<file path="src/rtl/cascade_arbiter.sv">
module cascade_arbiter #(
  parameter int N_DEV  = 8,
  parameter int ADDR_W = 12
) (
  input  logic                      clk,
  input  logic                      rst_n,
  input  logic                      op_valid,
  input  logic [1:0]                op_kind,
  input  logic [4:0]                op_target,
  input  logic [ADDR_W-1:0]         op_addr,
  input  logic [N_DEV*5-1:0]        dev_id,
  input  logic [N_DEV-1:0]          dev_hit,
  input  logic [N_DEV*ADDR_W-1:0]   dev_addr,
  input  logic [N_DEV-1:0]          dev_full,
  output logic [N_DEV-1:0]          full_out_a,
  output logic [N_DEV-1:0]          full_out_b,
  output logic                      table_full,
  output logic                      res_valid,
  output logic [N_DEV-1:0]          drv_en,
  output logic [4:0]                res_id,
  output logic [5+ADDR_W-1:0]       res_addr,
  output logic                      res_hit,
  output logic                      res_multi
);

  localparam int              IDX_W     = (N_DEV > 1) ? $clog2(N_DEV) : 1;
  localparam logic [IDX_W-1:0] LAST     = IDX_W'(N_DEV - 1);
  localparam logic [4:0]      GLOBAL_ID = 5'h1F;
  localparam logic [1:0]      K_SEARCH  = 2'b10;
  localparam logic [1:0]      K_NFREE   = 2'b11;

  logic [N_DEV-1:0] chain;

  for (genvar g = 0; g < N_DEV; g++) begin : g_chain
    assign chain[g] = &dev_full[g:0];
  end

  assign full_out_a = chain;
  assign full_out_b = chain;

  logic [IDX_W-1:0] hit_idx, free_idx, tgt_idx, pick;
  logic             any_hit, any_free, tgt_ok, pick_ok;

  always_comb begin
    hit_idx  = LAST;
    free_idx = LAST;
    tgt_idx  = LAST;
    any_hit  = 1'b0;
    any_free = 1'b0;
    tgt_ok   = 1'b0;
    for (int i = N_DEV - 1; i >= 0; i--) begin
      if (dev_hit[i]) begin
        hit_idx = IDX_W'(i);
        any_hit = 1'b1;
      end
      if (!dev_full[i]) begin
        free_idx = IDX_W'(i);
        any_free = 1'b1;
      end
      if (dev_id[i*5 +: 5] == op_target) begin
        tgt_idx = IDX_W'(i);
        tgt_ok  = 1'b1;
      end
    end
  end

  always_comb begin
    case (op_kind)
      K_SEARCH: begin pick = hit_idx;  pick_ok = any_hit;  end
      K_NFREE:  begin pick = free_idx; pick_ok = any_free; end
      default: begin
        if (op_target == GLOBAL_ID) begin
          pick    = LAST;
          pick_ok = 1'b1;
        end else begin
          pick    = tgt_idx;
          pick_ok = tgt_ok;
        end
      end
    endcase
  end

  logic [4:0]        pick_id;
  logic [ADDR_W-1:0] lane, lo_addr;
  logic              multi;

  assign pick_id = dev_id[pick*5 +: 5];
  assign lane    = dev_addr[pick*ADDR_W +: ADDR_W];
  assign lo_addr = op_kind[1] ? lane : op_addr;
  assign multi   = (op_kind == K_SEARCH) && ($countones(dev_hit) > 1);

  always_ff @(posedge clk or negedge rst_n) begin
    if (!rst_n) begin
      res_valid  <= 1'b0;
      table_full <= 1'b0;
      drv_en     <= '0;
      res_id     <= '0;
      res_addr   <= '0;
      res_hit    <= 1'b0;
      res_multi  <= 1'b0;
    end else begin
      res_valid  <= op_valid;
      table_full <= chain[N_DEV-1];
      if (op_valid) begin
        drv_en    <= N_DEV'(1) << pick;
        res_id    <= pick_id;
        res_addr  <= {pick_id, lo_addr};
        res_hit   <= pick_ok;
        res_multi <= multi;
      end else begin
        drv_en    <= '0;
        res_hit   <= 1'b0;
        res_multi <= 1'b0;
      end
    end
  end

endmodule

</file>
<file path="config.mk">
export PLATFORM = sky130hd
export DESIGN_NAME = cascade_arbiter
export DESIGN_NICKNAME = d
export VERILOG_FILES = /design/src/rtl/cascade_arbiter.sv
export SDC_FILE = /design/constraint.sdc
export NUM_CORES = 1
export LEC_CHECK = 0
export CAP_MARGIN = 30
export CORE_MARGIN = 2
export CORE_UTILIZATION = 35
export DETAILED_ROUTE_END_ITERATION = 7
export PLACE_DENSITY = 0.76
export SYNTH_ARGS = -nofsm -noshare
export SYNTH_HDL_FRONTEND = slang
export SYNTH_SLANG_ARGS = --single-unit
</file>
<file path="constraint.sdc">
create_clock -name clk -period 1.35 [get_ports clk]
set_input_delay 0.27 -clock clk [delete_from_list [all_inputs] [get_ports clk]]
set_output_delay 0.27 -clock clk [all_outputs]
set_load 0.01 [all_outputs]
</file>
After elaboration in Yosys (flattened, before gate mapping). Cells that the tools add are included.

Flip-flop bits (word level): 34. Bits in latches: 0. Bits in writable memories: 0. Memory bits (read-only): 0. Input port bits: 174. Output and inout bits: 50. Word-level logic and storage cells: 92. Memories kept: 0.

Add/sub/neg operators: 7. Multipliers: 2. Div/mod/pow operators: 0. $lt $le $gt $ge: 1. Equal/unequal tests: 11. Shift operators: 3. Mux-type cells: 53. Bitwise operators: 0. Reductions and logical operators: 8.

Operators by type and width (number): 96-bit by 8-bit indexed part select with 12-bit output (1); 3-bit two-way mux (19); 5-bit equality test (8); 40-bit by 7-bit indexed part select with 5-bit output (1); 1-bit two-way mux (30); 12-bit two-way mux (1); 1-bit by 1-bit adder with 2-bit output (4); 8-bit two-way mux (1); 8-bit AND reduction (1); 1-bit by 3-bit << shifter with 8-bit output (first input constant) (1); 7-bit AND reduction (1); 2-bit by 2-bit adder with 3-bit output (2); 3-bit by 3-bit multiplier with 6-bit output (second input constant) (1); 3-bit one-hot mux with 2 select lines (1); 6-bit AND reduction (1); 5-bit equality test (second input constant) (1); 3-bit by 2-bit multiplier with 5-bit output (second input constant) (1); 5-bit AND reduction (1); 3-bit by 3-bit adder with 4-bit output (1); 2-bit equality test (second input constant) (2); 4-bit by 1-bit greater-than comparator with 1-bit output (second input constant) (1); 4-bit AND reduction (1); 3-bit AND reduction (1); 1-bit one-hot mux with 2 select lines (1); other kinds (2) (2).

Logic depth before layout (Yosys ltp). Gate-level depths: netlist of run 1.

Depth after elaboration: 13. Depth in mapped cells: 12.

Worst setup path after synthesis of run 1. No wires, ideal clock.

Path type: input port to flip-flop. From: input dev_hit[0]. To: register res_multi. Setup time: 94 ps. Data arrival time: 2639 ps. Data required time: 1256 ps. Path slack: -1382 ps. Stages on the path: 11. Path buffers: 0. Cell sequence: fa_1 inv_1 fa_1 fa_1 inv_1 ha_1 inv_1 fa_1 inv_1 o21ai_0 a211oi_1.

Longest elaborated chain between the ends: 6.

RTL lines: start: declaration (RTL line 12) `input logic [N_DEV-1:0] dev_hit,`; 1-bit by 1-bit adder with 2-bit output (not written as such) (RTL line 90) `assign multi = (op_kind == K_SEARCH) && ($countones(dev_hit) > 1);`; 2-bit by 2-bit adder with 3-bit output (not written as such) (RTL line 90); 3-bit by 3-bit adder with 4-bit output (not written as such) (RTL line 90); 4-bit by 1-bit greater-than comparator with 1-bit output (RTL line 90); 1-bit logical AND (RTL line 90); 1-bit two-way mux (RTL line 104) `if (op_valid) begin`; end signal: assignment (RTL line 109) `res_multi <= multi;`; end: declaration (RTL line 23) `output logic res_multi`.

Every way passes these cells. A chain may end at the register's enable or synchronous reset.

Worst setup path after layout of run 1.
From: input dev_hit[1]. To: register res_multi.

Same word-level chain as after synthesis.

==> flow_summary.json, run 1 <==
{
  "first_global_vias": 5018,
  "vdd_drop_max_mv": 0.620,
  "switching_power_mw": 1.80,
  "io_buffer_count": 223,
  "synth-simple-area-share_pct": 17.7,
  "yosys_register_bits": 29,
  "power_density_nw_per_um2": 624,
  "syn_inst": 419,
  "ys_seq_area_share_pct": 19.4,
  "nets": 929,
  "insertion_delay_ns": 0.27,
  "synthXorXnorAreaFrac_pct": 9.39,
  "endpoint_kind": "flip-flop",
  "grt_overflow": 0,
  "outcome": "finished, violations left",
  "grt_use_total_pct": 29.0,
  "dominantRegCellSynth": "dfrtp_1",
  "cellLeakagePower_nw": 3.61,
  "placed_area_um2": 6750,
  "violations": "setup timing",
  "yosys_warnings": 0,
  "cts.sinks": 29,
  "rows": 37,
  "swShare_pct": 36.4,
  "min_period_ns": 2.63,
  "cts_buffers": 5,
  "antenna_found_initial": 0,
  "mappedNetlistNets": 600,
  "wl_per_cell_um": 20.3,
  "gp_congestion": 0.956,
  "max_slew_margin_pct": 71.0,
  "fin_crit_sh_pct": 195,
  "clk_transition_reported_paths_ns": 0.07,
  "route.detailed.drc": 0,
  "cpPeakStageDelay_ns": 0.52,
  "grt_max_degree": 30,
  "synth_area_per_cell_um2": 8.91,
  "skew_ns": 0,
  "finalNonFillerCells": 885,
  "pwr-share-clk_pct": 14.2,
  "drtIter0Drc": 243,
  "totalWireLength_mm": 18.0,
  "drt_first_pass_iters": 5,
  "crit_required_ns": 1.54,
  "coreArea_um2": 10300,
  "maxClockFrequency_ghz": 0.380,
  "post-route-util_pct": 76.7,
  "cp-start-kind": "primary input",
  "synth_edf_count": 0,
  "cts_max_level": 2,
  "design_area_um2": 7920,
  "vias": 4773,
  "seqPwrFrac_pct": 21.2,
  "post-place-cells": 831,
  "min_path_cells": 2,
  "dp_hpwl_mm": 12.4,
  "comb_power_share_pct": 64.6,
  "finalHoldViolations": 0,
  "dieArea_um2": 11500,
  "io_pins": 224,
  "synth-adder-area-share_pct": 3.15,
  "drive_gt1_share_pct": 42.6,
  "muxShareOfSynthArea_pct": 18.1,
  "start_util_pct": 36.2,
  "maxCapViolCount": 0,
  "async_flop_share_pct": 100,
  "setup_slack_ns": -1.28,
  "cp_data_arrival_time_ns": 2.82,
  "p_int_mw": 3.15,
  "hold_class": "in2reg",
  "cts_root_buffer": "clkbuf_8",
  "setup_viol": 38,
  "hold_buffers": 0,
  "crit_path_max_fanout": 2,
  "viasPerCell": 5.39,
  "critical-path-slowest-cell": "fa_1",
  "synth_top_family_by_area": "compound AO/OA/AOI/OAI gates",
  "cpMostUsedCell": "fa_1",
  "clockBufferDepth": 2,
  "synth_area_um2": 3730,
  "die_w_um": 107,
  "reg2regPathDepth": 1,
  "die_h_um": 107,
  "antenna_left": 0,
  "path_class": "in2reg",
  "tightest_slew_ns": 0.434,
  "path_cells": "buf_6, fa_1, inv_1, fa_1, fa_1, inv_2, ha_4, inv_2, fa_2, a211oi_2",
  "rsz0062_at_grt": "true",
  "n_antenna_cell": 0,
  "maxSlewViolCount": 0,
  "cts_tree": "built",
  "synthToLayoutAreaGrowth_pct": 112,
  "synth_cell_types": 64,
  "fin_setup_tns_ns": -27.77,
  "grt_first_pass_wirelength_mm": 26.0,
  "synth_compound_area_share_pct": 19.3
}
power groups by stage:
stage | sequential, mW | clock, mW | combinational [mW]
final | 1.05 | 0.702 | 3.19
after detailed placement | 1.07 | 0 | 2.61
after floorplan | 1.12 | 0 | 1.25
after global placement | 1.06 | 0 | 2.57
after CTS | 1.05 | 0.704 | 3.00
after global routing | 1.06 | 0.741 | 3.36
synthesized netlist by cell type, drive strengths merged (3+ instances only):
master	n	area share, %
dfrtp	29	19
o2bb2ai	10	2.3
buf	37	9.1
a2bb2oi	10	2.3
xor2	20	4.7
xnor2	20	4.7
o211ai	7	1.4
fa	4	2.1
nor3	12	2.0
nor4	6	1.8
mux2	20	6.0
ha	3	1.0
a221o	5	1.3
inv	23	2.3
nand3	22	3.1
mux2i	45	12
a21oi	5	0.87
and4	6	1.5
a311oi	5	1.2
o311a	3	0.80
o22ai	12	2.0
clkbuf	7	1.5
and3	6	1.0
a41oi	3	0.91
nand2	39	3.9
and2	6	1.1
nor2	14	1.5
nand2b	3	0.57
o21ai	17	2.3
stage by stage:
step	setup WS (ns)	hold slack, ns	power (mW)
detailed placement	-2.01	0.493	3.69
CTS	-1.35	0.359	4.76
floorplan	-1.38	-0.0256	2.36
global placement	-1.89	0.484	3.63
finish	-1.28	0.220	4.94
global route	-1.36	0.223	5.17
cell families (layout without fill, tap and decap cells):
| kind of cell | count (synthesis) | in the layout |
|---|---|---|
| AO/OA/AOI/OAI | 91 | 92 |
| XOR/XNOR | 40 | 40 |
| adder cells (fa/ha/maj) | 7 | 7 |
| buffers and inverters | 67 | 395 |
| flip-flops | 29 | 29 |
| multiplexers | 65 | 65 |
| AND/OR/NAND/NOR | 120 | 121 |
registers in the layout (all words and copies together) (netlist names):
name / count
res_hit: 1
res_addr: 12
drv_en: 8
res_multi: 1
res_id: 5
table_full: 1
res_valid: 1
area by class of cell:
type                            count  area, um2
Clock inverter                      2       10.0
Multi-Input combinational cell    325       3280
Inverter                           23       86.3
Tap cell                          136        170
Clock buffer                        6       72.6
Fill cell                         726       2400
Sequential cell                    29        726
Timing Repair Buffer              364       3580
placed cells by master (no fill, tap or decap), types with 7 or more instances in the layout:
master             n
buf_6             54
dlygate4sd2_1     54
mux2_4            18
clkdlybuf4s15_1   13
o211ai_1           7
nor2_1            11
inv_1             19
buf_12            12
xnor2_2            7
nand3_1           19
mux2i_2            9
clkdlybuf4s50_1  118
o22ai_2            9
xnor2_1           11
o2bb2ai_2          8
xor2_1            13
buf_4             81
mux2i_1           29
buf_8              7
mux2i_4            7
o21ai_1           11
a2bb2oi_1         10
nand2_1           34
clkbuf_2          10
dfrtp_1           29
buf_2              9
timing repair:
action | in CTS | in global routing
cloned | 7 | 1
buffers inserted | 37 | 10
pin swaps | 57 | 47
gates resized for setup | 324 | 86
endpoints found under the hold margin | 0 | 0
setup endpoints to repair | 78 | 40
worst max-delay path, delay by kind of cell:
| kind | cells | cell delay (ns) |
|---|---|---|
| compound gates | 1 | 0.22 |
| fa+ha+maj | 5 | 2.08 |
| buf+inv | 4 | 0.25 |
routing by layer:
metal / share of wire (%) / track usage [%] / vias up
met3: 5.2 / 4.36 / 33
li1: - / - / 2190
met2: 53 / 52.5 / 220
met5: 0 / 0 / -
met4: 2.2 / 8.44 / 0
met1: 40 / 35.4 / 2330
worst paths after layout:
path                        startpoint           to  slack (ns)
hold reg to reg            res_addr[5]  res_addr[5]        0.50
hold / removal              op_kind[0]    res_multi        0.22
setup / recovery            dev_hit[1]    res_multi       -1.28
setup reg to reg             res_id[3]    res_id[3]        0.45
max in group asynchronous        rst_n  res_addr[4]        0.82
min in group asynchronous        rst_n  res_addr[5]        0.36
(Power assumes the default switching activity.)
==> run 2, diff against run 1 <==
Settings changed: CORE_ASPECT_RATIO set to 1.2.
==> run 2 against run 1 <==
The flow still finishes with violations (setup timing); clock-buffer cell count did not move; sequential power barely moved; global-route usage fell by 1.2 points; via count rose by 1.1%; final area rose by 1.9%; routed wire length rose by 3.2%; fmax barely moved; register-to-register slack got worse by 0.05 ns.
==> flow_summary.json, run 2 (synthesized netlist as in run 1, its figures left out) <==
{
  "outcome": "finished, violations left",
  "violations": "setup timing",
  "rows": 41,
  "setup_slack_ns": -1.28,
  "reg2regPathDepth": 3,
  "reg_top3": "res_addr (12), drv_en (8), res_id (5)",
  "top_usage_layer": "met2",
  "gp_congestion": 0.889,
  "setup_viol": 36,
  "tightest_slew_ns": 0.444,
  "grtUsageMet1_pct": 31.4,
  "regMostFlops": "res_addr",
  "final_common_cell": "clkdlybuf4s50_1",
  "cellLeakagePower_nw": 3.67,
  "path_class": "in2reg",
  "cp_data_arrival_time_ns": 2.78,
  "vdd_drop_max_mv": 0.456,
  "crit_path_max_fanout": 2,
  "drt_first_pass_iters": 5,
  "clockBufferDepth": 2,
  "route.detailed.drc": 0,
  "met3_usage_pct": 4.87,
  "die_w_um": 98.3,
  "cts_tree": "built",
  "cts_max_level": 2,
  "vias": 4825,
  "antenna_left": 0,
  "skew_ns": 0,
  "cts_root_buffer": "clkbuf_16",
  "placed_area_um2": 6680,
  "grt_max_degree": 30,
  "maxCapViolCount": 0,
  "grt_overflow": 0,
  "finalPower_mw": 5.37,
  "rsz0062_at_grt": "true",
  "antenna_found_initial": 0,
  "cts.sinks": 29,
  "totalWireLength_mm": 18.6,
  "design_area_um2": 8080,
  "layout_common_cells": "118 x clkdlybuf4s50_1, 94 x buf_4, 57 x dlygate4sd2_1",
  "insertion_delay_ns": 0.26,
  "io_pins": 224,
  "maxClockFrequency_ghz": 0.380,
  "clk_transition_reported_paths_ns": 0.05,
  "power_density_nw_per_um2": 666,
  "grt_use_total_pct": 27.8,
  "dieArea_um2": 11500,
  "die_h_um": 117,
  "wl_per_cell_um": 21.0,
  "coreArea_um2": 10500,
  "min_period_ns": 2.63,
  "synthToLayoutAreaGrowth_pct": 116,
  "dp_hpwl_mm": 12.5,
  "viasPerCell": 5.46,
  "max_slew_margin_pct": 70.3,
  "drtIter0Drc": 244,
  "hold_class": "in2async",
  "cts_buffers": 5,
  "grt_use_met2_pct": 53.6,
  "maxSlewViolCount": 0,
  "grt_first_pass_wirelength_mm": 25.4,
  "start_util_pct": 35.7,
  "largest_reg_flops": 12,
  "crit_required_ns": 1.50,
  "endpoint_kind": "flip-flop",
  "fin_crit_sh_pct": 195,
  "drive_gt1_share_pct": 44.5,
  "n_antenna_cell": 0,
  "finalHoldViolations": 0,
  "first_global_vias": 4758,
  "cp-start-kind": "primary input",
  "nets": 935,
  "io_buffer_count": 223
}
-- run 2: per-stage QoR --
| stage | hold slack [ns] | std cells | setup slack, ns | utilization, % | TNS (ns) |
|---|---|---|---|---|---|
| 2_1_floorplan | -0.0256 | 419 | -1.38 | - | -18.82 |
| 3_3_place_gp | 0.490 | 822 | -1.94 | 63.8 | -54.83 |
| 3_5_place_dp | 0.504 | 822 | -1.97 | 63.8 | -56.77 |
| 4_1_cts | 0.367 | 873 | -1.41 | 73.0 | -23.87 |
| 5_1_grt | 0.387 | 884 | -1.36 | 77.2 | -28.70 |
| 6_report | 0.370 | 884 | -1.28 | 77.2 | -26.30 |
-- run 2: what timing repair did --
item                                    CTS  global route
buffers inserted                         41            18
pin swaps                                66            49
gates resized for setup                 361            80
endpoints found under the setup margin   78            38
hold buffers                              0             0
cloned                                    4             2
-- run 2: area by class of cell --
cell class,instances,area [um2]
Inverter,23,86.3
Sequential cell,29,726
Tap cell,129,161
Fill cell,696,2390
Clock inverter,2,10.0
Multi-Input combinational cell,324,3350
Clock buffer,6,129
Timing Repair Buffer,371,3620
-- run 2: worst max-delay path, cell delays in order --
cell and delay [ns]:
buf_6 0.10, fa_1 0.52, inv_1 0.05, fa_1 0.50
fa_1 0.41, inv_1 0.08, ha_2 0.18, inv_2 0.04
fa_2 0.32, inv_2 0.08, nand3_2 0.09, o21ai_2 0.07
a211oi_2 0.07
-- run 2: worst paths after layout --
kind,from,end,slack [ns]
setup / recovery,dev_hit[0],res_multi,-1.28
hold / removal,rst_n,res_addr[10],0.37
setup reg to reg,res_addr[11],res_addr[11],0.40
hold reg to reg,res_addr[0],res_addr[0],0.51
max in group asynchronous,rst_n,res_addr[0],0.82
min in group clk,op_kind[0],res_multi,0.49
-- run 2: power breakdown --
group | internal [mW] | total, mW | switching, mW
Sequential | 0.986 | 1.06 | 0.0695
Clock | 0.673 | 1.03 | 0.352
Combinational | 1.85 | 3.29 | 1.44
Total | 3.51 | 5.37 | 1.86
-- run 2: per-layer routing --
| layer | routed length, um | vias to the layer above | share of wire (%) |
|---|---|---|---|
| met2 | 9900 | 251 | 53 |
| met5 | 0 | - | 0 |
| li1 | - | 2197 | - |
| met1 | 6600 | 2317 | 36 |
| met3 | 1330 | 60 | 7.2 |
| met4 | 743 | 0 | 4.0 |
==> run 3, diff against run 2 <==
Settings changed: CORE_MARGIN 2 to 4, SLEW_MARGIN set to 25.
==> run 3 against run 2 <==
Final cell count is 0.11% higher; setup slack lost 0.043 ns; global-route usage shrank 0.53 points; routed wire length is 1.6% lower; fmax decreased by 1.6%; sequential share of layout area about the same; worst hold slack got worse by 0.035 ns; first-iteration DRC count shrank 9.0%; final area up 0.31%; the run still ends with setup timing left; via count down 1.0%; utilization increased by 0.24 points.
==> flow_summary.json, run 3 (synthesized netlist as in run 1, its figures left out) <==
{
  "totalWireLength_mm": 18.3,
  "grt_use_total_pct": 27.3,
  "cpLargestDelayFamily": "adder cells",
  "hold_buffers": 0,
  "maxClockFrequency_ghz": 0.374,
  "regMostFlops": "res_addr",
  "path_depth": 10,
  "io_pins": 224,
  "power_density_nw_per_um2": 677,
  "endpoint_kind": "flip-flop",
  "finalNonFillerCells": 885,
  "post-route-util_pct": 77.4,
  "vias": 4776,
  "final.fill_count": 704,
  "holdWs_ns": 0.334,
  "n_antenna_cell": 0,
  "coreArea_um2": 10500,
  "hold_class": "in2async",
  "crit_required_ns": 1.53,
  "cpPeakStageDelay_ns": 0.53,
  "max_slew_margin_pct": 69.6,
  "maxSlewViolCount": 0,
  "rsz0062_at_grt": "true",
  "gp_congestion": 0.860,
  "grt_overflow": 0,
  "grt_max_degree": 20,
  "drt_first_pass_iters": 4,
  "cts_max_level": 2,
  "antenna_found_initial": 0,
  "finalHoldViolations": 0,
  "fin_crit_sh_pct": 198,
  "cts.sinks": 29,
  "min_period_ns": 2.67,
  "route.detailed.drc": 0,
  "cts_buffers": 5,
  "dp_hpwl_mm": 12.9,
  "final_common_cell": "clkdlybuf4s50_1",
  "cp-start-kind": "primary input",
  "die_h_um": 121,
  "grt_first_pass_wirelength_mm": 26.5,
  "nets": 936,
  "layout_common_cells": "119 x clkdlybuf4s50_1, 97 x buf_4, 58 x dlygate4sd2_1",
  "insertion_delay_ns": 0.26,
  "post-place-cells": 830,
  "drive_gt1_share_pct": 45.1,
  "cellLeakagePower_nw": 3.68,
  "viasPerCell": 5.40,
  "die_w_um": 102,
  "largest_reg_flops": 12,
  "path_cells": "buf_6, fa_1, inv_1, fa_1, fa_1, inv_1, ha_2, inv_2, fa_2, a211oi_2",
  "maxCapViolCount": 0,
  "rows": 41,
  "clk_transition_reported_paths_ns": 0.05,
  "dieArea_um2": 12400,
  "first_global_vias": 5074,
  "reg2regPathDepth": 3,
  "start_util_pct": 35.7,
  "wl_per_cell_um": 20.7,
  "reg_top3": "res_addr (12), drv_en (8), res_id (5)",
  "clockBufferDepth": 2,
  "register_area_um2": 726,
  "setup_slack_ns": -1.32,
  "drtIter0Drc": 222,
  "skew_ns": 0,
  "path_buf_inv": 4,
  "multi_input_area_um2": 3390,
  "cp_data_arrival_time_ns": 2.85,
  "vdd_drop_max_mv": 0.535,
  "cts_tree": "built",
  "violations": "setup timing",
  "io_buffer_count": 223,
  "tightest_slew_ns": 0.452,
  "antenna_left": 0,
  "synthToLayoutAreaGrowth_pct": 117,
  "cts_root_buffer": "clkbuf_16",
  "critical-path-slowest-cell": "fa_1",
  "setup_viol": 37,
  "path_class": "in2reg",
  "outcome": "finished, violations left",
  "crit_path_max_fanout": 2,
  "cpMostUsedCell": "fa_1"
}
[run 3: cell count changes in the layout (fill, tap and decap cells not counted), moves of 3 or more]
cell | previous run | this run
clkdlybuf4s15_2 | 7 | 0
buf_4 | 94 | 97
mux2_4 | 18 | 14
clkbuf_2 | 1 | 12
mux2_2 | 2 | 6
xor2_1 | 13 | 5
buf_12 | 13 | 10
buf_8 | 11 | 8
buf_2 | 14 | 5
nand3_1 | 16 | 13
xor2_2 | 5 | 14
[run 3: layout make-up]
class	instances	share of cell area, %
well taps	129	1.99
flip-flops and latches	29	8.96
inverters	23	1.07
clock inverters	1	0.0618
multi-input cells	324	41.9
repair buffers	372	44.2
clock buffers	7	1.88
[run 3: through the flow]
| stage | TNS (ns) | area, um2 | setup WS, ns | power, mW |
|---|---|---|---|---|
| floorplan | -18.82 | 3890 | -1.38 | 2.36 |
| global placement | -51.84 | 6740 | -1.94 | 3.63 |
| detailed placement | -52.58 | 6740 | -2.05 | 3.69 |
| CTS | -24.40 | 7780 | -1.43 | 5.27 |
| global route | -26.59 | 8100 | -1.40 | 5.74 |
| finish | -24.44 | 8100 | -1.32 | 5.48 |
[run 3: path summary, 6_finish.rpt]
kind                                   start            to  slack [ns]
worst max register to register  res_addr[11]  res_addr[11]        0.46
max in group asynchronous              rst_n       res_hit        0.75
min in group clk                  op_kind[0]     res_multi        0.46
worst min-delay path                   rst_n     drv_en[4]        0.33
worst min register to register   res_addr[8]   res_addr[8]        0.50
worst max-delay path              dev_hit[0]     res_multi       -1.32
[run 3: routing by layer]
| metal | up-vias | track usage [%] | routed length [um] |
|---|---|---|---|
| li1 | 2191 | - | - |
| met1 | 2296 | 29.6 | 6370 |
| met2 | 235 | 51.8 | 9800 |
| met3 | 54 | 5.23 | 1450 |
| met4 | 0 | 9.02 | 654 |
| met5 | - | 0 | 0 |
[run 3: timing repair]
| action | in CTS | in global routing |
|---|---|---|
| setup endpoints to repair | 78 | 42 |
| cloned | 6 | 0 |
| gates resized for setup | 311 | 115 |
| buffers inserted | 39 | 16 |
| pin swaps | 74 | 53 |
[run 3: report_power, final]
group,switching [mW],leakage [nW],internal (mW),total [mW]
sequential,0.0678,0.364,0.986,1.05
clock,0.346,0.0799,0.777,1.12
combinational,1.45,3.24,1.86,3.31
total,1.86,3.68,3.62,5.48
